[config.mk]
export PLATFORM = sky130hd
export DESIGN_NAME = burst4_rd_port
export DESIGN_NICKNAME = d
export VERILOG_FILES = /design/src/rtl/b4rd_pkg.sv /design/src/rtl/b4rd_rd_ctrl.sv /design/src/rtl/b4rd_wr_stage.sv /design/src/rtl/b4rd_array.sv /design/src/rtl/b4rd_out_stage.sv /design/src/rtl/burst4_rd_port.sv
export SDC_FILE = /design/constraint.sdc
export NUM_CORES = 1
export LEC_CHECK = 0
export BUFFER_PORTS_ARGS = -buffer_cell sky130_fd_sc_hd__buf_2
export CAP_MARGIN = 5
export CELL_PAD_IN_SITES_DETAIL_PLACEMENT = 0
export CELL_PAD_IN_SITES_GLOBAL_PLACEMENT = 1
export CORE_UTILIZATION = 25
export DETAILED_ROUTE_END_ITERATION = 10
export PLACE_DENSITY_LB_ADDON = 0.1
export SETUP_SLACK_MARGIN = 0.02
export SYNTH_ARGS = -nofsm -noshare
export SYNTH_HDL_FRONTEND = slang
export SYNTH_SLANG_ARGS = --single-unit
[constraint.sdc]
create_clock -name clk -period 2.7 [get_ports clk]
set_input_delay 0.54 -clock clk [delete_from_list [all_inputs] [get_ports clk]]
set_output_delay 0.54 -clock clk [all_outputs]
set_load 0.02 [all_outputs]
[src/rtl/b4rd_pkg.sv]
package b4rd_pkg;

    localparam int BYTE_W = 9;
    localparam int LANES  = 2;
    localparam int WORD_W = BYTE_W * LANES;
    localparam int BEATS  = 4;
    localparam int PAIR   = 2;

    typedef logic [WORD_W-1:0] word_t;
    typedef logic [LANES-1:0]  bmask_t;

    // One write beat: data with active-high byte enables
    typedef struct packed {
        word_t  data;
        bmask_t en;
    } beat_t;

    typedef enum logic [1:0] {
        RD_IDLE  = 2'd0,
        RD_PAIR0 = 2'd1,
        RD_PAIR1 = 2'd2
    } rd_phase_e;

    typedef enum logic [1:0] {
        WR_IDLE  = 2'd0,
        WR_PAIR0 = 2'd1,
        WR_PAIR1 = 2'd2
    } wr_phase_e;

    // Replace only the enabled byte lanes of base with those of upd
    function automatic word_t lane_merge(word_t base, word_t upd, bmask_t en);
        word_t r;
        r = base;
        for (int i = 0; i < LANES; i++) begin
            if (en[i]) r[i*BYTE_W +: BYTE_W] = upd[i*BYTE_W +: BYTE_W];
        end
        return r;
    endfunction

endpackage

[src/rtl/b4rd_rd_ctrl.sv]
module b4rd_rd_ctrl
    import b4rd_pkg::*;
#(
    parameter int AW = 4
) (
    input  logic          clk,
    input  logic          rst,
    input  logic          rd_sel_n,
    input  logic [AW-1:0] rd_addr,
    output logic          accept,
    output rd_phase_e     phase,
    output logic [AW-1:0] addr_q
);

    // A request is dropped on the edge right after an accepted one
    assign accept = !rd_sel_n && (phase != RD_PAIR0);

    always_ff @(posedge clk) begin
        if (rst) begin
            phase  <= RD_IDLE;
            addr_q <= '0;
        end else if (accept) begin
            phase  <= RD_PAIR0;
            addr_q <= rd_addr;
        end else if (phase == RD_PAIR0) begin
            phase  <= RD_PAIR1;
        end else begin
            phase  <= RD_IDLE;
        end
    end

    AST_RD_SPACING: assert property (@(posedge clk) disable iff (rst)
        accept |=> !accept);

endmodule

[src/rtl/b4rd_wr_stage.sv]
module b4rd_wr_stage
    import b4rd_pkg::*;
#(
    parameter int AW = 4
) (
    input  logic                 clk,
    input  logic                 rst,
    input  logic                 wr_sel_n,
    input  logic [AW-1:0]        wr_addr,
    input  word_t                d_lo,
    input  word_t                d_hi,
    input  bmask_t               en_lo,
    input  bmask_t               en_hi,
    output logic                 commit,
    output logic [AW-1:0]        waddr_q,
    output beat_t [BEATS-1:0]    commit_beats,
    output logic                 fwd_valid,
    output beat_t [PAIR-1:0]     fwd_beats
);

    wr_phase_e        phase;
    beat_t [PAIR-1:0] held;
    logic             accept;

    assign accept = !wr_sel_n && (phase != WR_PAIR0);

    always_ff @(posedge clk) begin
        if (rst) begin
            phase   <= WR_IDLE;
            waddr_q <= '0;
            held    <= '0;
        end else begin
            if (accept) begin
                phase   <= WR_PAIR0;
                waddr_q <= wr_addr;
            end else if (phase == WR_PAIR0) begin
                phase   <= WR_PAIR1;
            end else begin
                phase   <= WR_IDLE;
            end
            if (phase == WR_PAIR0) begin
                held[0] <= {d_lo, en_lo};
                held[1] <= {d_hi, en_hi};
            end
        end
    end

    // Second data cycle: the whole location is committed at this edge
    assign commit          = (phase == WR_PAIR1);
    assign commit_beats[0] = held[0];
    assign commit_beats[1] = held[1];
    assign commit_beats[2] = {d_lo, en_lo};
    assign commit_beats[3] = {d_hi, en_hi};

    // Words 0/1 sit in held until that commit edge
    assign fwd_valid = commit;
    assign fwd_beats = held;

    AST_WR_SPACING: assert property (@(posedge clk) disable iff (rst)
        accept |=> !accept);

endmodule

[src/rtl/b4rd_array.sv]
module b4rd_array
    import b4rd_pkg::*;
#(
    parameter int AW = 4
) (
    input  logic                 clk,
    input  logic                 we,
    input  logic [AW-1:0]        waddr,
    input  beat_t [BEATS-1:0]    wbeats,
    input  logic [AW-1:0]        raddr,
    input  logic                 rsel_hi,
    output word_t [PAIR-1:0]     rwords
);

    localparam int LOCS  = 1 << AW;
    localparam int WORDS = LOCS * BEATS;
    localparam int BW    = $clog2(BEATS);
    localparam int PW    = $clog2(PAIR);

    word_t mem [WORDS];

    always_ff @(posedge clk) begin
        if (we) begin
            for (int b = 0; b < BEATS; b++) begin
                for (int l = 0; l < LANES; l++) begin
                    if (wbeats[b].en[l]) begin
                        mem[{waddr, BW'(b)}][l*BYTE_W +: BYTE_W] <=
                            wbeats[b].data[l*BYTE_W +: BYTE_W];
                    end
                end
            end
        end
    end

    for (genvar p = 0; p < PAIR; p++) begin : g_rd
        assign rwords[p] = mem[{raddr, rsel_hi, PW'(p)}];
    end

endmodule

[src/rtl/b4rd_out_stage.sv]
module b4rd_out_stage
    import b4rd_pkg::*;
(
    input  logic             clk,
    input  logic             rst,
    input  logic             load,
    input  logic             hit,
    input  word_t [PAIR-1:0] arr_words,
    input  beat_t [PAIR-1:0] fwd_beats,
    output word_t            q_lo,
    output word_t            q_hi,
    output logic             vld_lo,
    output logic             vld_hi,
    output logic             oe
);

    word_t [PAIR-1:0] merged;

    for (genvar p = 0; p < PAIR; p++) begin : g_fwd
        assign merged[p] = hit ? lane_merge(arr_words[p], fwd_beats[p].data, fwd_beats[p].en)
                               : arr_words[p];
    end

    always_ff @(posedge clk) begin
        if (rst || !load) begin
            q_lo   <= '0;
            q_hi   <= '0;
            vld_lo <= 1'b0;
            vld_hi <= 1'b0;
            oe     <= 1'b0;
        end else begin
            q_lo   <= merged[0];
            q_hi   <= merged[1];
            vld_lo <= 1'b1;
            vld_hi <= 1'b1;
            oe     <= 1'b1;
        end
    end

    AST_OE_FROM_LOAD: assert property (@(posedge clk) disable iff (rst)
        $rose(oe) |-> $past(load));

endmodule

[src/rtl/burst4_rd_port.sv]
module burst4_rd_port
    import b4rd_pkg::*;
#(
    parameter int LOC_AW = 4
) (
    input  logic              clk,
    input  logic              rst,
    input  logic              rd_sel_n,
    input  logic [LOC_AW-1:0] rd_addr,
    input  logic              wr_sel_n,
    input  logic [LOC_AW-1:0] wr_addr,
    input  logic [WORD_W-1:0] wr_d_lo,
    input  logic [WORD_W-1:0] wr_d_hi,
    input  logic [LANES-1:0]  wr_bsel_n_lo,
    input  logic [LANES-1:0]  wr_bsel_n_hi,
    output logic [WORD_W-1:0] rd_q_lo,
    output logic [WORD_W-1:0] rd_q_hi,
    output logic              rd_vld_lo,
    output logic              rd_vld_hi,
    output logic              rd_oe
);

    logic               rd_accept;
    rd_phase_e          rd_phase;
    logic [LOC_AW-1:0]  rd_addr_q;
    logic               commit;
    logic [LOC_AW-1:0]  waddr_q;
    beat_t [BEATS-1:0]  commit_beats;
    logic               fwd_valid;
    beat_t [PAIR-1:0]   fwd_beats;
    word_t [PAIR-1:0]   arr_words;
    logic               fwd_hit;

    b4rd_rd_ctrl #(.AW(LOC_AW)) u_rd_ctrl (
        .clk      (clk),
        .rst      (rst),
        .rd_sel_n (rd_sel_n),
        .rd_addr  (rd_addr),
        .accept   (rd_accept),
        .phase    (rd_phase),
        .addr_q   (rd_addr_q)
    );

    b4rd_wr_stage #(.AW(LOC_AW)) u_wr_stage (
        .clk          (clk),
        .rst          (rst),
        .wr_sel_n     (wr_sel_n),
        .wr_addr      (wr_addr),
        .d_lo         (wr_d_lo),
        .d_hi         (wr_d_hi),
        .en_lo        (~wr_bsel_n_lo),
        .en_hi        (~wr_bsel_n_hi),
        .commit       (commit),
        .waddr_q      (waddr_q),
        .commit_beats (commit_beats),
        .fwd_valid    (fwd_valid),
        .fwd_beats    (fwd_beats)
    );

    b4rd_array #(.AW(LOC_AW)) u_array (
        .clk     (clk),
        .we      (commit),
        .waddr   (waddr_q),
        .wbeats  (commit_beats),
        .raddr   (rd_addr_q),
        .rsel_hi (rd_phase == RD_PAIR1),
        .rwords  (arr_words)
    );

    // Words 0/1 of a write accepted one edge before this read are still held
    assign fwd_hit = fwd_valid && (rd_phase == RD_PAIR0) && (waddr_q == rd_addr_q);

    b4rd_out_stage u_out (
        .clk       (clk),
        .rst       (rst),
        .load      (rd_phase != RD_IDLE),
        .hit       (fwd_hit),
        .arr_words (arr_words),
        .fwd_beats (fwd_beats),
        .q_lo      (rd_q_lo),
        .q_hi      (rd_q_hi),
        .vld_lo    (rd_vld_lo),
        .vld_hi    (rd_vld_hi),
        .oe        (rd_oe)
    );

    AST_BURST_LATENCY: assert property (@(posedge clk) disable iff (rst)
        rd_accept |-> ##2 rd_oe ##1 rd_oe);

    AST_OE_RELEASE: assert property (@(posedge clk) disable iff (rst)
        (!rd_accept && !$past(rd_accept)) |-> ##2 !rd_oe);

endmodule

=== Word level (Yosys, flattened, before mapping) ===
Memory sizes are Yosys's and may differ from the RTL's.
Index checks and enable logic that the tools add are counted.

* Equal/unequal tests: 7
* Reductions and logical operators: 11
* Muxes and demuxes: 35
* Bitwise gates (word level): 2

{| class="wikitable"
|+ Operators with widths
! cell !! count
|-
| 2-to-1 mux 18 bit || 2
|-
| 2-to-1 mux 9 bit || 4
|-
| 2-to-1 mux 1 bit || 27
|-
| == test 2 x 1 -> 1 bit (second input constant) || 2
|-
| == test 2 bit (second input constant) || 2
|-
| == test 4 bit || 1
|-
| logical AND 1 bit || 4
|-
| 2-to-1 mux 2 bit || 2
|-
| inequality test 2 x 1 -> 1 bit (second input constant) || 2
|-
| NOT 2 bit || 2
|-
| OR reduction 2 bit || 2
|-
| logical NOT 1 bit || 3
|-
| nonzero test 2 bit || 1
|-
| logical OR 1 bit || 1
|}

* Flip-flop bits (word level): 89
* Bits of input ports: 52
* Logic and storage cells: 69
* RAM bits: 1152
* Memories: 1

{| class="wikitable"
|+ Memory list
! memory !! depth !! width !! rd ports !! clocked after Yosys merged registers in !! write ports !! RTL line !! source
|-
| u_array.mem || 64 || 18 || 2 || 0 || 4 || b4rd_array.sv:20 || <nowiki>word_t mem [WORDS];</nowiki>
|}

=== Logic depth before layout (Yosys ltp) ===
* Word-level depth: 4
* Gate-level depth with buffers: 12

=== Hierarchy ===
Synthesis repeated with hierarchy kept, for this count alone.

* Cell total of the unflattened synthesis: 3104
* Area total of the unflattened synthesis: 49555.0 µm²

{| class="wikitable"
|+ Modules (own cells, without submodules)
! module !! cells an instance !! times used !! area each (µm²) !! seq. area each (µm²)
|-
| b4rd_array || 2621 || 1 || 45300.9 || 34593.2
|-
| b4rd_wr_stage || 279 || 1 || 2212.1 || 920.9
|-
| b4rd_out_stage || 169 || 1 || 1714.1 || 740.7
|-
| b4rd_rd_ctrl || 22 || 1 || 245.2 || 120.1
|-
| burst4_rd_port || 13 || 1 || 82.6 || 0.0
|}

=== Worst setup path after synthesis ===
No wires, ideal clock.

* Kind: register to register
* Start: reg u_rd_ctrl.phase[1]
* End: reg u_out.q_hi[4]
* Data required time: 2.578 ns
* Buffers on the path: 4
* Cell stages (with the launch flop): 10
* Data arrival time: 2.284 ns
* Path slack: 0.294 ns
* Path through: dfxtp_1 > nor2b_1 > buf_4 > buf_12 > buf_6 > buf_2 > mux4_2 > o2111ai_1 > nor3_1 > a221o_1

* Cells in the longest elaborated chain, start to end: 4
* Elaborated cells between the ends (all ways): 10
* Those cells by class: eq/ne: 2; mux: 2; reduce/logical: 5; memory: 1

{| class="wikitable"
|+ Ends and longest elaborated chain
! what !! RTL line !! source
|-
| start: declaration || b4rd_rd_ctrl.sv:11 || <nowiki>output rd_phase_e phase,</nowiki>
|-
| start signal: assignment || b4rd_rd_ctrl.sv:20 || <nowiki>phase <= RD_IDLE;</nowiki>
|-
| start signal: assignment || b4rd_rd_ctrl.sv:23 || <nowiki>phase <= RD_PAIR0;</nowiki>
|-
| start signal: assignment || b4rd_rd_ctrl.sv:26 || <nowiki>phase <= RD_PAIR1;</nowiki>
|-
| == test 2 bit or == test 2 x 1 -> 1 bit (tied branches) || burst4_rd_port.sv:66, burst4_rd_port.sv:71 ||
|-
| memory (64 x 18 bit) or logical AND 1 bit (tied branches) || - ||
|-
| 2-to-1 mux 9 bit or logical AND 1 bit (tied branches) || b4rd_pkg.sv:35, burst4_rd_port.sv:71 ||
|-
| 2-to-1 mux 18 bit || b4rd_out_stage.sv:20 || <nowiki>assign merged[p] = hit ? lane_merge(arr_words[p], fwd_beats[p].data, fwd_beats[p].en)</nowiki>
|-
| end signal: assignment || b4rd_out_stage.sv:33 || <nowiki>q_hi <= merged[1];</nowiki>
|-
| end: declaration || b4rd_out_stage.sv:11 || <nowiki>output word_t q_hi,</nowiki>
|}

Parallel ways exist; a longest one is shown, timed or not.
A chain may end at the register's enable or synchronous reset.

=== Worst setup path after layout ===
* Start: reg u_rd_ctrl.phase[0]
* End: reg u_out.q_hi[16]

Same word-level chain as after synthesis.

==> results.json <==
{
  "layoutNonFillerInstCount": 5486,
  "io_pins": 91,
  "initial_utilization": 0.252,
  "synth_nets": 2558,
  "fin_crit_ps": 2550,
  "syn_avg_cell_area_um2": 18.9,
  "maxSlewHeadroom": 0.256,
  "synth_seq_cells": 1241,
  "skew_ps": 36.7,
  "place_congestion": 0.753,
  "synthTopCellsByArea": "edfxtp_1 73%, mux4_2 12%, dfxtp_1 3.8%",
  "hold_viol": 0,
  "dr_wl_met2_um": 76000,
  "outcome": "finished with violations",
  "crit_path_cell_trace": "nor2b_4 > buf_4 > buf_4 > buf_12 > buf_4 > mux4_2 > nor2_1 > or3_1 > a32o_1 > o31ai_1",
  "netlist_area_um2": 47500,
  "crit_family": "buffers and inverters",
  "highest_layer": "met4",
  "wl_met3_um": 5300,
  "power.total_w": 0.0418,
  "grt_usage": 0.159,
  "wl_per_cell_um": 27.8,
  "dieArea_um2": 192000,
  "peakVddDrop_v": 0.000554,
  "max_cap_violations": 0,
  "cp_max_fo": 15,
  "clock_sinks": 1241,
  "ys_types": 42,
  "crit_arrival_ps": 3200,
  "grt_pass1_vias": 26636,
  "synth_cells": 2506,
  "clockBufferDepth": 3,
  "cts_tree": "yes",
  "setup_ws_ps": 150,
  "hpwl_um": 97900,
  "ff2ff_setup_slack_ps": 150,
  "clk_pin_slew_worst_paths_ps": 50,
  "setup_viol": 0,
  "grt_pass1_wl_um": 214000,
  "fill_cells": 18365,
  "drtIter0Drc": 1876,
  "power_per_cell_area_nw_per_um2": 731,
  "nets": 2918,
  "synth_common_cells": "1152 x edfxtp_1, 256 x nand2_1, 254 x mux4_2",
  "fmax_mhz": 392,
  "synth_top_area_cell": "edfxtp_1",
  "grt_max_degree": 65,
  "core_area_um2": 188000,
  "tightest_slew_ps": 1110,
  "rsz0062_at_grt": "no",
  "synth-edff-count": 1152,
  "cpMaxStageDelayCell": "or3_1",
  "synth.top_cell.area_share": 0.729,
  "path_common_cell": "buf_4",
  "area.growth.synth_to_final_pct": 20.5,
  "drive_above_1_share": 0.276,
  "clock_latency_ps": 780,
  "max_stage_delay_ps": 420,
  "antenna_found_initial": 6,
  "grt_overflow_total": 0,
  "cp_data_required_time_ps": 3350,
  "dp_cells": 5203,
  "first_pass_iters": 8,
  "vias_per_cell": 4.56,
  "fp.dieW_um": 438,
  "row_count": 159,
  "period_share": 0.944,
  "post-place-ws_ps": -23.4,
  "wl_met1_um": 68500,
  "cp-end-kind": "register",
  "multi_input_area_um2": 10300,
  "drc": 10,
  "regArea_um2": 36400,
  "criticalPathCategory": "reg2reg",
  "drv_slew": 0,
  "p_leak_nw": 18.1,
  "drtAntennaViolNets": 0,
  "die_h_um": 438,
  "wirelength_um": 152000,
  "yosysWarnings": 0,
  "root_buffer": "clkbuf_16",
  "min_path_type": "in2reg",
  "cts-htree-levels": 4,
  "numCtsBuffers": 145,
  "numPortBuffers": 90,
  "vias": 25032,
  "synth_ff_type": "edfxtp_1",
  "yosysSeqAreaShare": 0.766,
  "violations": "DRC",
  "async_flop_share": 0,
  "yosysMostFrequentCell": "edfxtp_1",
  "worst-path-buf-inv": 4,
  "cp-start-kind": "register"
}
cell type report:
cell class | instances | share of cell area
Clock inverter | 77 | 0.0113
Tap cell | 2495 | 0.0546
Antenna cell | 5 | 0.000219
Sequential cell | 1241 | 0.636
Inverter | 14 | 0.000919
Clock buffer | 190 | 0.0673
Timing Repair Buffer | 360 | 0.0493
Multi-Input combinational cell | 1104 | 0.180
layer usage:
| layer | up-vias | GRT usage |
|---|---|---|
| li1 | 10800 | - |
| met4 | 0 | 0.0364 |
| met3 | 165 | 0.0238 |
| met2 | 504 | 0.271 |
| met1 | 13563 | 0.213 |
| met5 | - | 0 |
sequential cells by signal, summed over array words and instances, names as in the netlist:
name / count
u_array.mem: 1152
u_wr_stage.commit_beats: 40
u_out.q_hi: 18
u_out.q_lo: 18
u_rd_ctrl.addr_q: 4
u_wr_stage.waddr_q: 4
u_rd_ctrl.phase: 2
u_wr_stage.phase: 2
u_out.vld_lo: 1
placed cells by master, fill, tap and decap left out, types with 4 or more instances in the layout:
master            n
a221o_1          21
a22oi_1          29
o21ai_0          11
diode_2           5
clkbuf_16       146
a211oi_1          5
nor2_1          173
buf_12           25
o21bai_1          4
clkbuf_1         40
o22ai_1          10
mux2i_1          65
nor3_1           29
buf_4           239
o211ai_1         12
nand3_1          64
clkinv_2         24
bufinv_16         8
nand2b_1          9
o2111ai_1        19
clkinv_1         31
dfxtp_1          86
clkinv_8          4
edfxtp_1       1152
or3_1             7
dlygate4sd3_1     4
mux4_2          254
buf_2            90
xnor2_1           4
nand4_1          12
nand3b_1         12
a21oi_1          50
inv_1            13
nor2b_1          10
nand2_1         256
a31oi_1          14
and3_1           11
clkbuf_8          5
inv_6             8
cells by family (layout without fill, tap and decap cells):
family | count (synthesis) | in the layout | share of synthesized area
AOI/OAI and AO/OA | 183 | 183 | 0.0270
xor gates and xnor gates | 4 | 4 | 0.000738
DFF | 1241 | 1241 | 0.766
muxes | 319 | 319 | 0.134
other | 0 | 5 | 0
buffers and inverters | 161 | 641 | 0.0174
and+or+nand+nor | 598 | 598 | 0.0541
report_power, final:
| part | internal, W | switching (W) | leakage [nW] | total, W |
|---|---|---|---|---|
| logic | 0.000695 | 0.00114 | 4.65 | 0.00183 |
| registers | 0.0211 | 0.000216 | 11.2 | 0.0213 |
| clock network | 0.0108 | 0.00786 | 2.20 | 0.0187 |
| total | 0.0326 | 0.00921 | 18.1 | 0.0418 |
final timing paths:
kind                                                                from                                  endpoint  cells after the start
worst max-delay path                       u_rd_ctrl.phase[0]$_SDFF_PP0_                 u_out.q_hi[16]$_SDFF_PN0_                     10
worst min-delay path                                     wr_bsel_n_hi[1]  u_wr_stage.commit_beats[21]$_SDFFE_PP0P_                      2
worst max register to register             u_rd_ctrl.phase[0]$_SDFF_PP0_                 u_out.q_hi[16]$_SDFF_PN0_                     10
worst min register to register  u_wr_stage.commit_beats[21]$_SDFFE_PP0P_  u_wr_stage.commit_beats[21]$_SDFFE_PP0P_                      2
per-stage QoR:
step | utilization | hold WS [ps] | TNS, ps | cell area, um2
after floorplan | - | 478 | 0 | 47500
after global placement | 0.279 | 492 | -39.3 | 52600
after detailed placement | 0.279 | 495 | -23.4 | 52600
after CTS | 0.303 | 4.11 | 0 | 57100
after global routing | 0.304 | 27.8 | 0 | 57200
final | 0.304 | 33.1 | 0 | 57200
what timing repair did:
| item | 4_1_cts | 5_1_grt |
|---|---|---|
| buffers inserted | 0 | 6 |
| endpoints found under the setup margin | 1 | 19 |
| hold buffers | 4 | 0 |
| cloned | 0 | 1 |
| endpoints found under the hold margin | 4 | 0 |
| gates resized for setup | 1 | 0 |
No activity file was read; power rests on OpenSTA's default activity.
